--- src/rtl/disp_mode_pkg.sv ---
package disp_mode_pkg;
  localparam int AW   = 12;
  localparam int DW   = 32;
  localparam int RW   = 16;
  localparam int NREG = 11;
  localparam int IDXW = 7;
  localparam int STW  = RW + 2;
  localparam int GW   = 2 * RW + 4;

  localparam logic [3:0] BANK_PAGE = 4'h5;
  localparam logic [3:0] EXT_PAGE  = 4'h6;

  localparam int IDX_ID    = 0;
  localparam int IDX_XRES  = 1;
  localparam int IDX_YRES  = 2;
  localparam int IDX_BPP   = 3;
  localparam int IDX_EN    = 4;
  localparam int IDX_BANK  = 5;
  localparam int IDX_VWID  = 6;
  localparam int IDX_VHGT  = 7;
  localparam int IDX_XOFF  = 8;
  localparam int IDX_YOFF  = 9;
  localparam int IDX_VMEM  = 10;

  localparam logic [RW-1:0] ID_WORD   = 16'hB0C5;
  localparam logic [DW-1:0] ORD_LE    = 32'h1E1E1E1E;
  localparam logic [DW-1:0] ORD_BE    = 32'hBEBEBEBE;
  localparam logic [DW-1:0] EXT_BYTES = 32'd8;
  localparam logic [7:0]    EXT_ORD_OFS = 8'h04;

  typedef struct packed {
    logic            valid;
    logic [2:0]      bytepp;
    logic [RW-1:0]   width;
    logic [RW-1:0]   height;
    logic [STW-1:0]  stride;
    logic [GW-1:0]   offset;
    logic [GW-1:0]   size;
  } mode_t;
endpackage

--- src/rtl/dm_reg_bank.sv ---
module dm_reg_bank
  import disp_mode_pkg::*;
(
  input  logic                       clk,
  input  logic                       rst_n,
  input  logic                       wr_en,
  input  logic [AW-1:0]              addr,
  input  logic [DW-1:0]              wdata,
  output logic [NREG-1:0][RW-1:0]    bank_o,
  output logic                       big_endian_o
);
  logic            in_bank;
  logic [IDXW-1:0] wr_idx;
  logic            ord_hit;
  logic            ord_d, ord_q;

  assign in_bank = wr_en && (addr[AW-1:8] == BANK_PAGE);
  assign wr_idx  = addr[7:1];
  assign ord_hit = wr_en && (addr[AW-1:8] == EXT_PAGE) && (addr[7:0] == EXT_ORD_OFS);

  for (genvar i = 0; i < NREG; i++) begin : g_reg
    if (i == IDX_ID || i == IDX_VMEM) begin : g_fixed
      assign bank_o[i] = '0;
    end else begin : g_store
      logic [RW-1:0] q, d;
      always_comb begin
        d = q;
        if (in_bank && wr_idx == IDXW'(i)) d = wdata[RW-1:0];
      end
      always_ff @(posedge clk or negedge rst_n) begin
        if (!rst_n) q <= '0;
        else        q <= d;
      end
      assign bank_o[i] = q;
    end
  end

  always_comb begin
    ord_d = ord_q;
    if (ord_hit && wdata == ORD_BE) ord_d = 1'b1;
    if (ord_hit && wdata == ORD_LE) ord_d = 1'b0;
  end

  always_ff @(posedge clk or negedge rst_n) begin
    if (!rst_n) ord_q <= 1'b0;
    else        ord_q <= ord_d;
  end

  assign big_endian_o = ord_q;


  order_hold_chk: assert property (@(posedge clk) disable iff (!rst_n)
    !(ord_hit && (wdata == ORD_BE || wdata == ORD_LE)) |=> $stable(big_endian_o));
endmodule

--- src/rtl/dm_readback.sv ---
module dm_readback
  import disp_mode_pkg::*;
#(
  parameter longint unsigned VMEM_BYTES = 64'd16777216
)(
  input  logic                     clk,
  input  logic                     rst_n,
  input  logic                     rd_en,
  input  logic [AW-1:0]            addr,
  input  logic [NREG-1:0][RW-1:0]  bank_i,
  input  logic                     big_endian_i,
  output logic [DW-1:0]            rdata_o,
  output logic                     rd_valid_o
);
  localparam logic [RW-1:0] VMEM_UNITS = RW'(VMEM_BYTES / 64'd65536);

  logic [IDXW-1:0] rd_idx;
  logic [DW-1:0]   rd_d, rd_q;
  logic            vld_q;
  logic            oob_rd;

  assign rd_idx = addr[7:1];
  assign oob_rd = rd_en && (addr[AW-1:8] == BANK_PAGE) && (rd_idx >= IDXW'(NREG));

  always_comb begin
    rd_d = '0;
    if (addr[AW-1:8] == BANK_PAGE) begin
      if (rd_idx == IDXW'(IDX_ID))        rd_d = {{(DW-RW){1'b0}}, ID_WORD};
      else if (rd_idx == IDXW'(IDX_VMEM)) rd_d = {{(DW-RW){1'b0}}, VMEM_UNITS};
      else if (rd_idx >= IDXW'(NREG))     rd_d = '1;
      else begin
        for (int i = 0; i < NREG; i++)
          if (rd_idx == IDXW'(i)) rd_d = {{(DW-RW){1'b0}}, bank_i[i]};
      end
    end else if (addr[AW-1:8] == EXT_PAGE) begin
      if (addr[7:0] == 8'h00)             rd_d = EXT_BYTES;
      else if (addr[7:0] == EXT_ORD_OFS)  rd_d = big_endian_i ? ORD_BE : ORD_LE;
    end
  end

  always_ff @(posedge clk or negedge rst_n) begin
    if (!rst_n) begin
      rd_q  <= '0;
      vld_q <= 1'b0;
    end else begin
      vld_q <= rd_en;
      if (rd_en) rd_q <= rd_d;
    end
  end

  assign rdata_o    = rd_q;
  assign rd_valid_o = vld_q;


  rd_latency_chk: assert property (@(posedge clk) disable iff (!rst_n)
    rd_en |=> rd_valid_o);

  rd_hold_chk: assert property (@(posedge clk) disable iff (!rst_n)
    !rd_en |=> (!rd_valid_o && $stable(rdata_o)));

  oob_ones_chk: assert property (@(posedge clk) disable iff (!rst_n)
    oob_rd |=> (rdata_o == '1));
endmodule

--- src/rtl/dm_geometry.sv ---
module dm_geometry
  import disp_mode_pkg::*;
#(
  parameter longint unsigned VMEM_BYTES = 64'd16777216,
  parameter int              MIN_RES    = 64
)(
  input  logic           clk,
  input  logic           rst_n,
  input  logic [RW-1:0]  xres,
  input  logic [RW-1:0]  yres,
  input  logic [RW-1:0]  depth,
  input  logic [RW-1:0]  enable,
  input  logic [RW-1:0]  vwidth,
  input  logic [RW-1:0]  xoff,
  input  logic [RW-1:0]  yoff,
  output mode_t          mode_o,
  output logic           change_o
);
  logic [2:0]     bpp_c;
  logic [RW-1:0]  vw_c;
  logic [STW-1:0] stride_c;
  logic [GW-1:0]  size_c, offset_c;
  logic [63:0]    end_c;
  logic           ok_c;
  mode_t          mode_d, mode_q;
  logic           chg_d, chg_q;

  always_comb begin
    case (depth)
      16'd16:  bpp_c = 3'd2;
      16'd32:  bpp_c = 3'd4;
      default: bpp_c = 3'd0;
    endcase
    vw_c     = (vwidth < xres) ? xres : vwidth;
    stride_c = STW'(vw_c) * STW'(bpp_c);
    size_c   = GW'(stride_c) * GW'(yres);
    offset_c = GW'(xoff) * GW'(bpp_c) + GW'(yoff) * GW'(stride_c);
    end_c    = 64'(offset_c) + 64'(size_c);
    ok_c     = enable[0] && (bpp_c != 3'd0) &&
               (xres >= RW'(MIN_RES)) && (yres >= RW'(MIN_RES)) &&
               (end_c <= VMEM_BYTES);
  end

  always_comb begin
    mode_d = '0;
    if (ok_c) begin
      mode_d.valid  = 1'b1;
      mode_d.bytepp = bpp_c;
      mode_d.width  = xres;
      mode_d.height = yres;
      mode_d.stride = stride_c;
      mode_d.offset = offset_c;
      mode_d.size   = size_c;
    end
    chg_d = (mode_d != mode_q);
  end

  always_ff @(posedge clk or negedge rst_n) begin
    if (!rst_n) begin
      mode_q <= '0;
      chg_q  <= 1'b0;
    end else begin
      mode_q <= mode_d;
      chg_q  <= chg_d;
    end
  end

  assign mode_o   = mode_q;
  assign change_o = chg_q;


  valid_depth_chk: assert property (@(posedge clk) disable iff (!rst_n)
    mode_q.valid |-> (mode_q.bytepp == 3'd2 || mode_q.bytepp == 3'd4));

  valid_min_res_chk: assert property (@(posedge clk) disable iff (!rst_n)
    mode_q.valid |-> (mode_q.width >= RW'(MIN_RES) && mode_q.height >= RW'(MIN_RES)));

  invalid_zero_chk: assert property (@(posedge clk) disable iff (!rst_n)
    !mode_q.valid |-> (mode_q.stride == '0 && mode_q.size == '0 && mode_q.offset == '0));

  stride_floor_chk: assert property (@(posedge clk) disable iff (!rst_n)
    mode_q.valid |-> (32'(mode_q.stride) >= 32'(mode_q.width) * 32'(mode_q.bytepp)));

  change_pulse_chk: assert property (@(posedge clk) disable iff (!rst_n)
    change_o |-> (mode_q != $past(mode_q)));
endmodule

--- src/rtl/disp_mode_regs.sv ---
module disp_mode_regs
  import disp_mode_pkg::*;
#(
  parameter longint unsigned VMEM_BYTES = 64'd16777216,
  parameter int              MIN_RES    = 64
)(
  input  logic           clk,
  input  logic           rst_n,
  input  logic           wr_en,
  input  logic           rd_en,
  input  logic [11:0]    addr,
  input  logic [31:0]    wdata,
  output logic [31:0]    rdata,
  output logic           rd_valid,
  output logic           mode_valid,
  output logic [2:0]     mode_bytepp,
  output logic [15:0]    mode_width,
  output logic [15:0]    mode_height,
  output logic [17:0]    mode_stride,
  output logic [35:0]    mode_offset,
  output logic [35:0]    mode_size,
  output logic           mode_change,
  output logic           fb_big_endian
);
  logic [NREG-1:0][RW-1:0] bank;
  logic                    big_end;
  mode_t                   mode;

  dm_reg_bank u_bank (
    .clk          (clk),
    .rst_n        (rst_n),
    .wr_en        (wr_en),
    .addr         (addr),
    .wdata        (wdata),
    .bank_o       (bank),
    .big_endian_o (big_end)
  );

  dm_readback #(.VMEM_BYTES(VMEM_BYTES)) u_rd (
    .clk          (clk),
    .rst_n        (rst_n),
    .rd_en        (rd_en),
    .addr         (addr),
    .bank_i       (bank),
    .big_endian_i (big_end),
    .rdata_o      (rdata),
    .rd_valid_o   (rd_valid)
  );

  dm_geometry #(.VMEM_BYTES(VMEM_BYTES), .MIN_RES(MIN_RES)) u_geo (
    .clk      (clk),
    .rst_n    (rst_n),
    .xres     (bank[IDX_XRES]),
    .yres     (bank[IDX_YRES]),
    .depth    (bank[IDX_BPP]),
    .enable   (bank[IDX_EN]),
    .vwidth   (bank[IDX_VWID]),
    .xoff     (bank[IDX_XOFF]),
    .yoff     (bank[IDX_YOFF]),
    .mode_o   (mode),
    .change_o (mode_change)
  );

  assign mode_valid    = mode.valid;
  assign mode_bytepp   = mode.bytepp;
  assign mode_width    = mode.width;
  assign mode_height   = mode.height;
  assign mode_stride   = mode.stride;
  assign mode_offset   = mode.offset;
  assign mode_size     = mode.size;
  assign fb_big_endian = big_end;
endmodule

--- config.mk ---
export PLATFORM = sky130hd
export DESIGN_NAME = disp_mode_regs
export DESIGN_NICKNAME = d
export VERILOG_FILES = /design/src/rtl/disp_mode_pkg.sv /design/src/rtl/dm_reg_bank.sv /design/src/rtl/dm_readback.sv /design/src/rtl/dm_geometry.sv /design/src/rtl/disp_mode_regs.sv
export SDC_FILE = /design/constraint.sdc
export NUM_CORES = 2
export LEC_CHECK = 0
export ABC_AREA = 1
export ABC_CLOCK_PERIOD_IN_PS = 28900
export BUFFER_PORTS_ARGS = -buffer_cell sky130_fd_sc_hd__buf_2
export CAP_MARGIN = 10
export CORE_MARGIN = 2
export CORE_UTILIZATION = 40
export CTS_BUF_LIST = sky130_fd_sc_hd__clkbuf_16
export CTS_CLUSTER_SIZE = 8
export DETAILED_ROUTE_END_ITERATION = 10
export PLACE_DENSITY = 0.52
export SYNTH_ARGS = -nofsm -noshare
export SYNTH_HDL_FRONTEND = slang
export SYNTH_SLANG_ARGS = --single-unit
--- constraint.sdc ---
create_clock -name clk -period 28.9 [get_ports clk]
set_clock_uncertainty 0.05 [all_clocks]
set_input_delay 8.67 -clock clk [delete_from_list [all_inputs] [get_ports clk]]
set_output_delay 8.67 -clock clk [all_outputs]
set_load 0.03 [all_outputs]
; After elaboration in Yosys (flattened, before gate mapping)
; Index checks and enable logic that the tools add are counted.
[totals]
wordCells = 93
output_inout_bits = 161
input_bits = 48
ff_bits = 305
[op_classes]
mux = 22
reduce_logical = 22
eq_ne = 18
mul = 4
n_lt_le_gt_ge = 5
n_addsub = 2
[op_table]
columns = cell, n
row1 = $mux 32, 8
row2 = $mux 16, 10
row3 = $mux 126, 1
row4 = $ne 126x126->1, 1
row5 = $le 64x25->1 const B, 1
row6 = $add 36x34->37, 1
row7 = $add 19x34->35, 1
row8 = $mul 16x18->34, 1
row9 = $mul 18x16->34, 1
row10 = $eq 32x29->1 const B, 1
row11 = $eq 32x32->1 const B, 1
row12 = $ge 16x7->1 const B, 2
row13 = $eq 7x3->1 const B, 4
row14 = $eq 7x4->1 const B, 3
row15 = $mul 16x3->19, 1
row16 = $logic_and 1x1->1, 18
row17 = $mul 16x3->18, 1
row18 = $eq 16x5->1 const B, 1
row19 = $eq 16x6->1 const B, 1
row20 = $lt 16x16->1, 1
row21 = $eq 7x2->1 const B, 2
row22 = $eq 4x3->1 const B, 2
row23 = $eq 8x3->1 const B, 1
row24 = $logic_not 8->1, 1
row25 = 7 further kinds, 8

; Longest topological paths before layout
[logic_depth]
word_depth = 14
ltp_mapped = 81
mapped_depth_nobuf = 77

; Modules after synthesis
; Synthesis repeated with hierarchy kept, for this count alone.
[unflattened]
hier_cells = 5207
hier_area_um2 = 38170.4
[modules_own_cells]
columns = mod, cells_per_inst, area_per_inst_um2, instances, seq_area_each_um2
row1 = dm_geometry, 4097, 29600.9, 1, 3002.9
row2 = dm_reg_bank, 635, 6083.3, 1, 3628.5
row3 = dm_readback, 475, 2486.1, 1, 500.5

; Least setup slack after synthesis
; No wires, ideal clock.
[synth_path]
path_kind = register to register
startpoint = register u_bank.g_reg[1].g_store.q[1]
endpoint = register u_geo.chg_q (netlist: u_geo.change_o)
path_buffers = 5
slack_ns = 17.025
t_arrival_ns = 11.707
setup_time_ns = 0.119
required_time_ns = 28.731
path_stages_with_launch = 73
period_less_slack_ns = 11.875
cell_sequence = dfrtp_1 -> inv_1 -> ha_1 -> a21boi_0 -> o211ai_1 -> nand2_1 -> nand4_1 -> nand2_1 -> nand2_1 -> nand2_1 -> clkbuf_1 -> clkbuf_1 -> a21oi_1 -> nor2_1 -> ha_1 -> ha_1 -> inv_1 -> fa_1 -> (+37 left out) -> nand2_1 -> nand2_1 -> nand2_1 -> nand4_1 -> nor3_4 -> nand3_2 -> buf_6 -> buf_6 -> nor2_4 -> nand2_1 -> nand2_1 -> nand2_1 -> nor2_1 -> nand2_1 -> nor2_1 -> nand2_1 -> nor2_1 -> nand2_1
[synth_rtl]
columns = item, line
row1 = from (decl), dm_reg_bank.sv:25  ; logic [RW-1:0] q, d;
row2 = from (signal assigned), dm_reg_bank.sv:31  ; if (!rst_n) q <= '0;
row3 = from (signal assigned), dm_reg_bank.sv:32  ; else q <= d;
row4 = to (signal assigned), dm_geometry.sv:64  ; chg_q <= chg_d;
row5 = to (decl), dm_geometry.sv:26  ; logic chg_d, chg_q;

==> results.cfg <==
[worst_setup_path]
path_class = reg2reg
critPathMaxStageDelay_ns = 0.94
crit_required_ns = 29.30
path_common_cell = nand2_1
end_kind = flop
worst_ep_arrival_time_ns = 17.07
crit_slowest_cell = xnor2_1
start_kind = flop
cp_max_fo = 80

[layout]
syn2layout_area_growth_pct = 9.24
drive_gt1_share_pct = 6.76
utilization_pct = 44.2
fin_nets = 5995
finalNonFillerCells = 6440

[timing]
relSlewSlack_pct = 20.1
fin_hold_ws_ns = 0.433
hold_viol = 0
tightest_slew_ns = 1.19
tns_ns = 0
drv_slew = 0
rsz0062_at_grt = false
setup_viol = 0
max_freq_mhz = 60.0
finalCritPeriodShare_pct = 57.7
fin_crit_ns = 16.67

[clock_tree]
clk_latency_ns = 0.58
cts_tree = yes
clock-sinks = 285
cts-hold-fix-buffers = 0
clk_pin_slew_ns = 0.05
cts.path.max_buffers = 3
cts_resized = 0
cts_setup_buffers = 0
clock-root-buffer = clkbuf_16
htreeDepth = 2
cts_buffers = 43

[detailed_routing]
drcViolationCount = 0
antenna_left = 0
first_pass_iters = 5
routed_wl_microns = 147000
wire_per_inst_microns = 22.9
num_vias = 33600
drt_iter0_drc = 2975
viasPerCell = 5.22

[global_route]
grt_pass1_vias = 32600
grt_overflow_total = 0
grt_pass1_wl_microns = 216000
antenna_found_initial = 14
grt.total_usage_pct = 31.0
grt_max_degree = 111

[placement]
dp_hpwl_microns = 117000
portBuffers = 201
place_congestion = 1.00
dp.cells = 6384

[logic_synthesis]
synth-async-reset-ratio_pct = 100
ys_warn_count = 0
avgSynthCellArea_sq_um = 7.35
syn_inst = 5066
synth_edf_count = 0
ys_seq_elements = 285
yosysUniqueCellTypes = 53
synth_area_leaders = fa_1 24%, dfrtp_1 19%, nand2_1 13%
synth_top_area_share_pct = 24.3
yosys.area.top_type = fa_1
synthFlopType = dfrtp_1
synth.cell_area_sq_um = 37200
synth_seq_area_share_pct = 19.2

[pwr]
p_clk_share_pct = 50.8
intPower_w = 0.000692
p_sw_share_pct = 25.4
p_leak_nw = 20.6
switchingPower_w = 0.000235
seqPwrFrac_pct = 43.8
ir_drop_mv = 0.0398
p_comb_share_pct = 5.4
power_density_nw_per_um2 = 22.8

[run]
drv_cap = 0

[floorplan]
die_h_microns = 309
io_pins = 209
dieArea_sq_um = 95500
core_area_sq_um = 91900
start_util_pct = 40.5
die_w_microns = 309
rows = 111

[hold_path]
hold_path_class = reg2reg

[run_status]
status = finished, final reports clean
per-layer routing:
layer  global-route usage (%)  part of all wire, %  vias up
met5                        0                0.058        -
met4                     9.60                  3.3       14
met3                     6.71                  8.0      201
met2                     47.9                   44     1142
met1                     43.3                   44    16600
li1                         -                    -    15600
critical path: cells and delay by family (launching register included):
family          cells  cell delay (ns)
simple gates       37             5.45
flops               1             0.35
fa+ha+maj          12             5.16
buf+inv            10             2.75
xor+xnor            1             0.94
compound gates     10             1.66
registers in the layout, indices dropped and copies added (netlist names):
signal,count
u_bank.g.g_store.q,144
u_rd.rd_valid_o,1
u_geo.change_o,1
u_bank.big_endian_o,1
u_rd.rdata_o,19
u_geo.mode_o,119
placed cells by master, fill, tap and decap left out, types with 9 or more instances in the layout:
| master | count |
|---|---|
| a21oi_1 | 157 |
| a221oi_1 | 9 |
| nand3_1 | 156 |
| o22ai_1 | 19 |
| xnor2_1 | 19 |
| dfrtp_1 | 285 |
| inv_1 | 1029 |
| nor2_4 | 10 |
| nand2_1 | 1281 |
| buf_4 | 60 |
| nor3_1 | 36 |
| o21bai_1 | 47 |
| nor2_1 | 589 |
| o21ai_0 | 228 |
| ha_1 | 310 |
| clkinv_1 | 14 |
| buf_2 | 200 |
| or2_2 | 9 |
| nand4_1 | 65 |
| xor2_1 | 45 |
| o21ai_1 | 9 |
| o211ai_1 | 10 |
| clkbuf_16 | 43 |
| a21o_1 | 10 |
| fa_1 | 450 |
synth_stat cells (11+ instances only):
cell,instances
nor3_1,38
a21oi_1,157
xor2_1,46
xnor2_1,21
o21ai_0,228
o21bai_1,47
dfrtp_1,285
nor2_1,589
inv_1,1027
clkbuf_1,151
o22ai_1,19
nand3_1,156
buf_4,20
ha_1,310
nand2_1,1281
nand4_1,65
fa_1,451
clkinv_1,11
buf_2,18
kinds of logic (layout without fill, tap and decap cells):
family	after synthesis	after routing	synth area share, %
AOI/OAI and AO/OA	533	533	8.15
xor gates and xnor gates	67	67	1.58
adders and majority gates	761	761	34.7
buffers and inverters	1238	1358	12.8
DFF	285	285	19.2
other	1	12	0.0101
and+or+nand+nor	2181	2181	23.6
cell type report:
class                   instances  area [sq um]
well taps                    1243          1560
multi-input cells            3550         25400
fillers                      9689         51300
repair buffers                261          1470
inverters                    1045          3920
diodes                          4          10.0
flip-flops and latches        285          7130
clock inverters                 9          92.6
clock buffers                  43          1080
metrics by stage:
| stage | worst slack (ns) | total power, W | area (sq um) |
|---|---|---|---|
| final | 12.23 | 0.000927 | 40700 |
| after global routing | 10.94 | 0.000952 | 40700 |
| after CTS | 12.46 | 0.000936 | 40700 |
| after detailed placement | 12.52 | 0.000463 | 39500 |
| after global placement | 12.58 | 0.000463 | 39500 |
| after floorplan | 17.02 | 0.000436 | 37200 |
worst paths after layout:
check	from	endpoint	slack, ns	cells past startpoint
setup / recovery	u_bank.g_reg[1].g_store.q[1]$_DFFE_PN0P_	u_geo.change_o$_DFF_PN0_	12.23	70
hold / removal	u_bank.g_reg[4].g_store.q[2]$_DFFE_PN0P_	u_bank.g_reg[4].g_store.q[2]$_DFFE_PN0P_	0.43	2
setup reg to reg	u_bank.g_reg[1].g_store.q[1]$_DFFE_PN0P_	u_geo.change_o$_DFF_PN0_	12.23	70
hold reg to reg	u_bank.g_reg[4].g_store.q[2]$_DFFE_PN0P_	u_bank.g_reg[4].g_store.q[2]$_DFFE_PN0P_	0.43	2
max in group asynchronous	rst_n	u_geo.mode_o[47]$_DFF_PN0_	19.17	2
min in group asynchronous	rst_n	u_rd.rdata_o[8]$_DFFE_PN0P_	8.10	1
power groups by stage:
stage	Clock [W]	Combinational [W]	Sequential (W)
finish	0.000471	0.0000499	0.000406
global route	0.000491	0.0000548	0.000406
CTS	0.000479	0.0000504	0.000406
detailed placement	0	0.0000503	0.000413
global placement	0	0.0000503	0.000413
floorplan	0	0.0000226	0.000414
(Power assumes the default switching activity.)
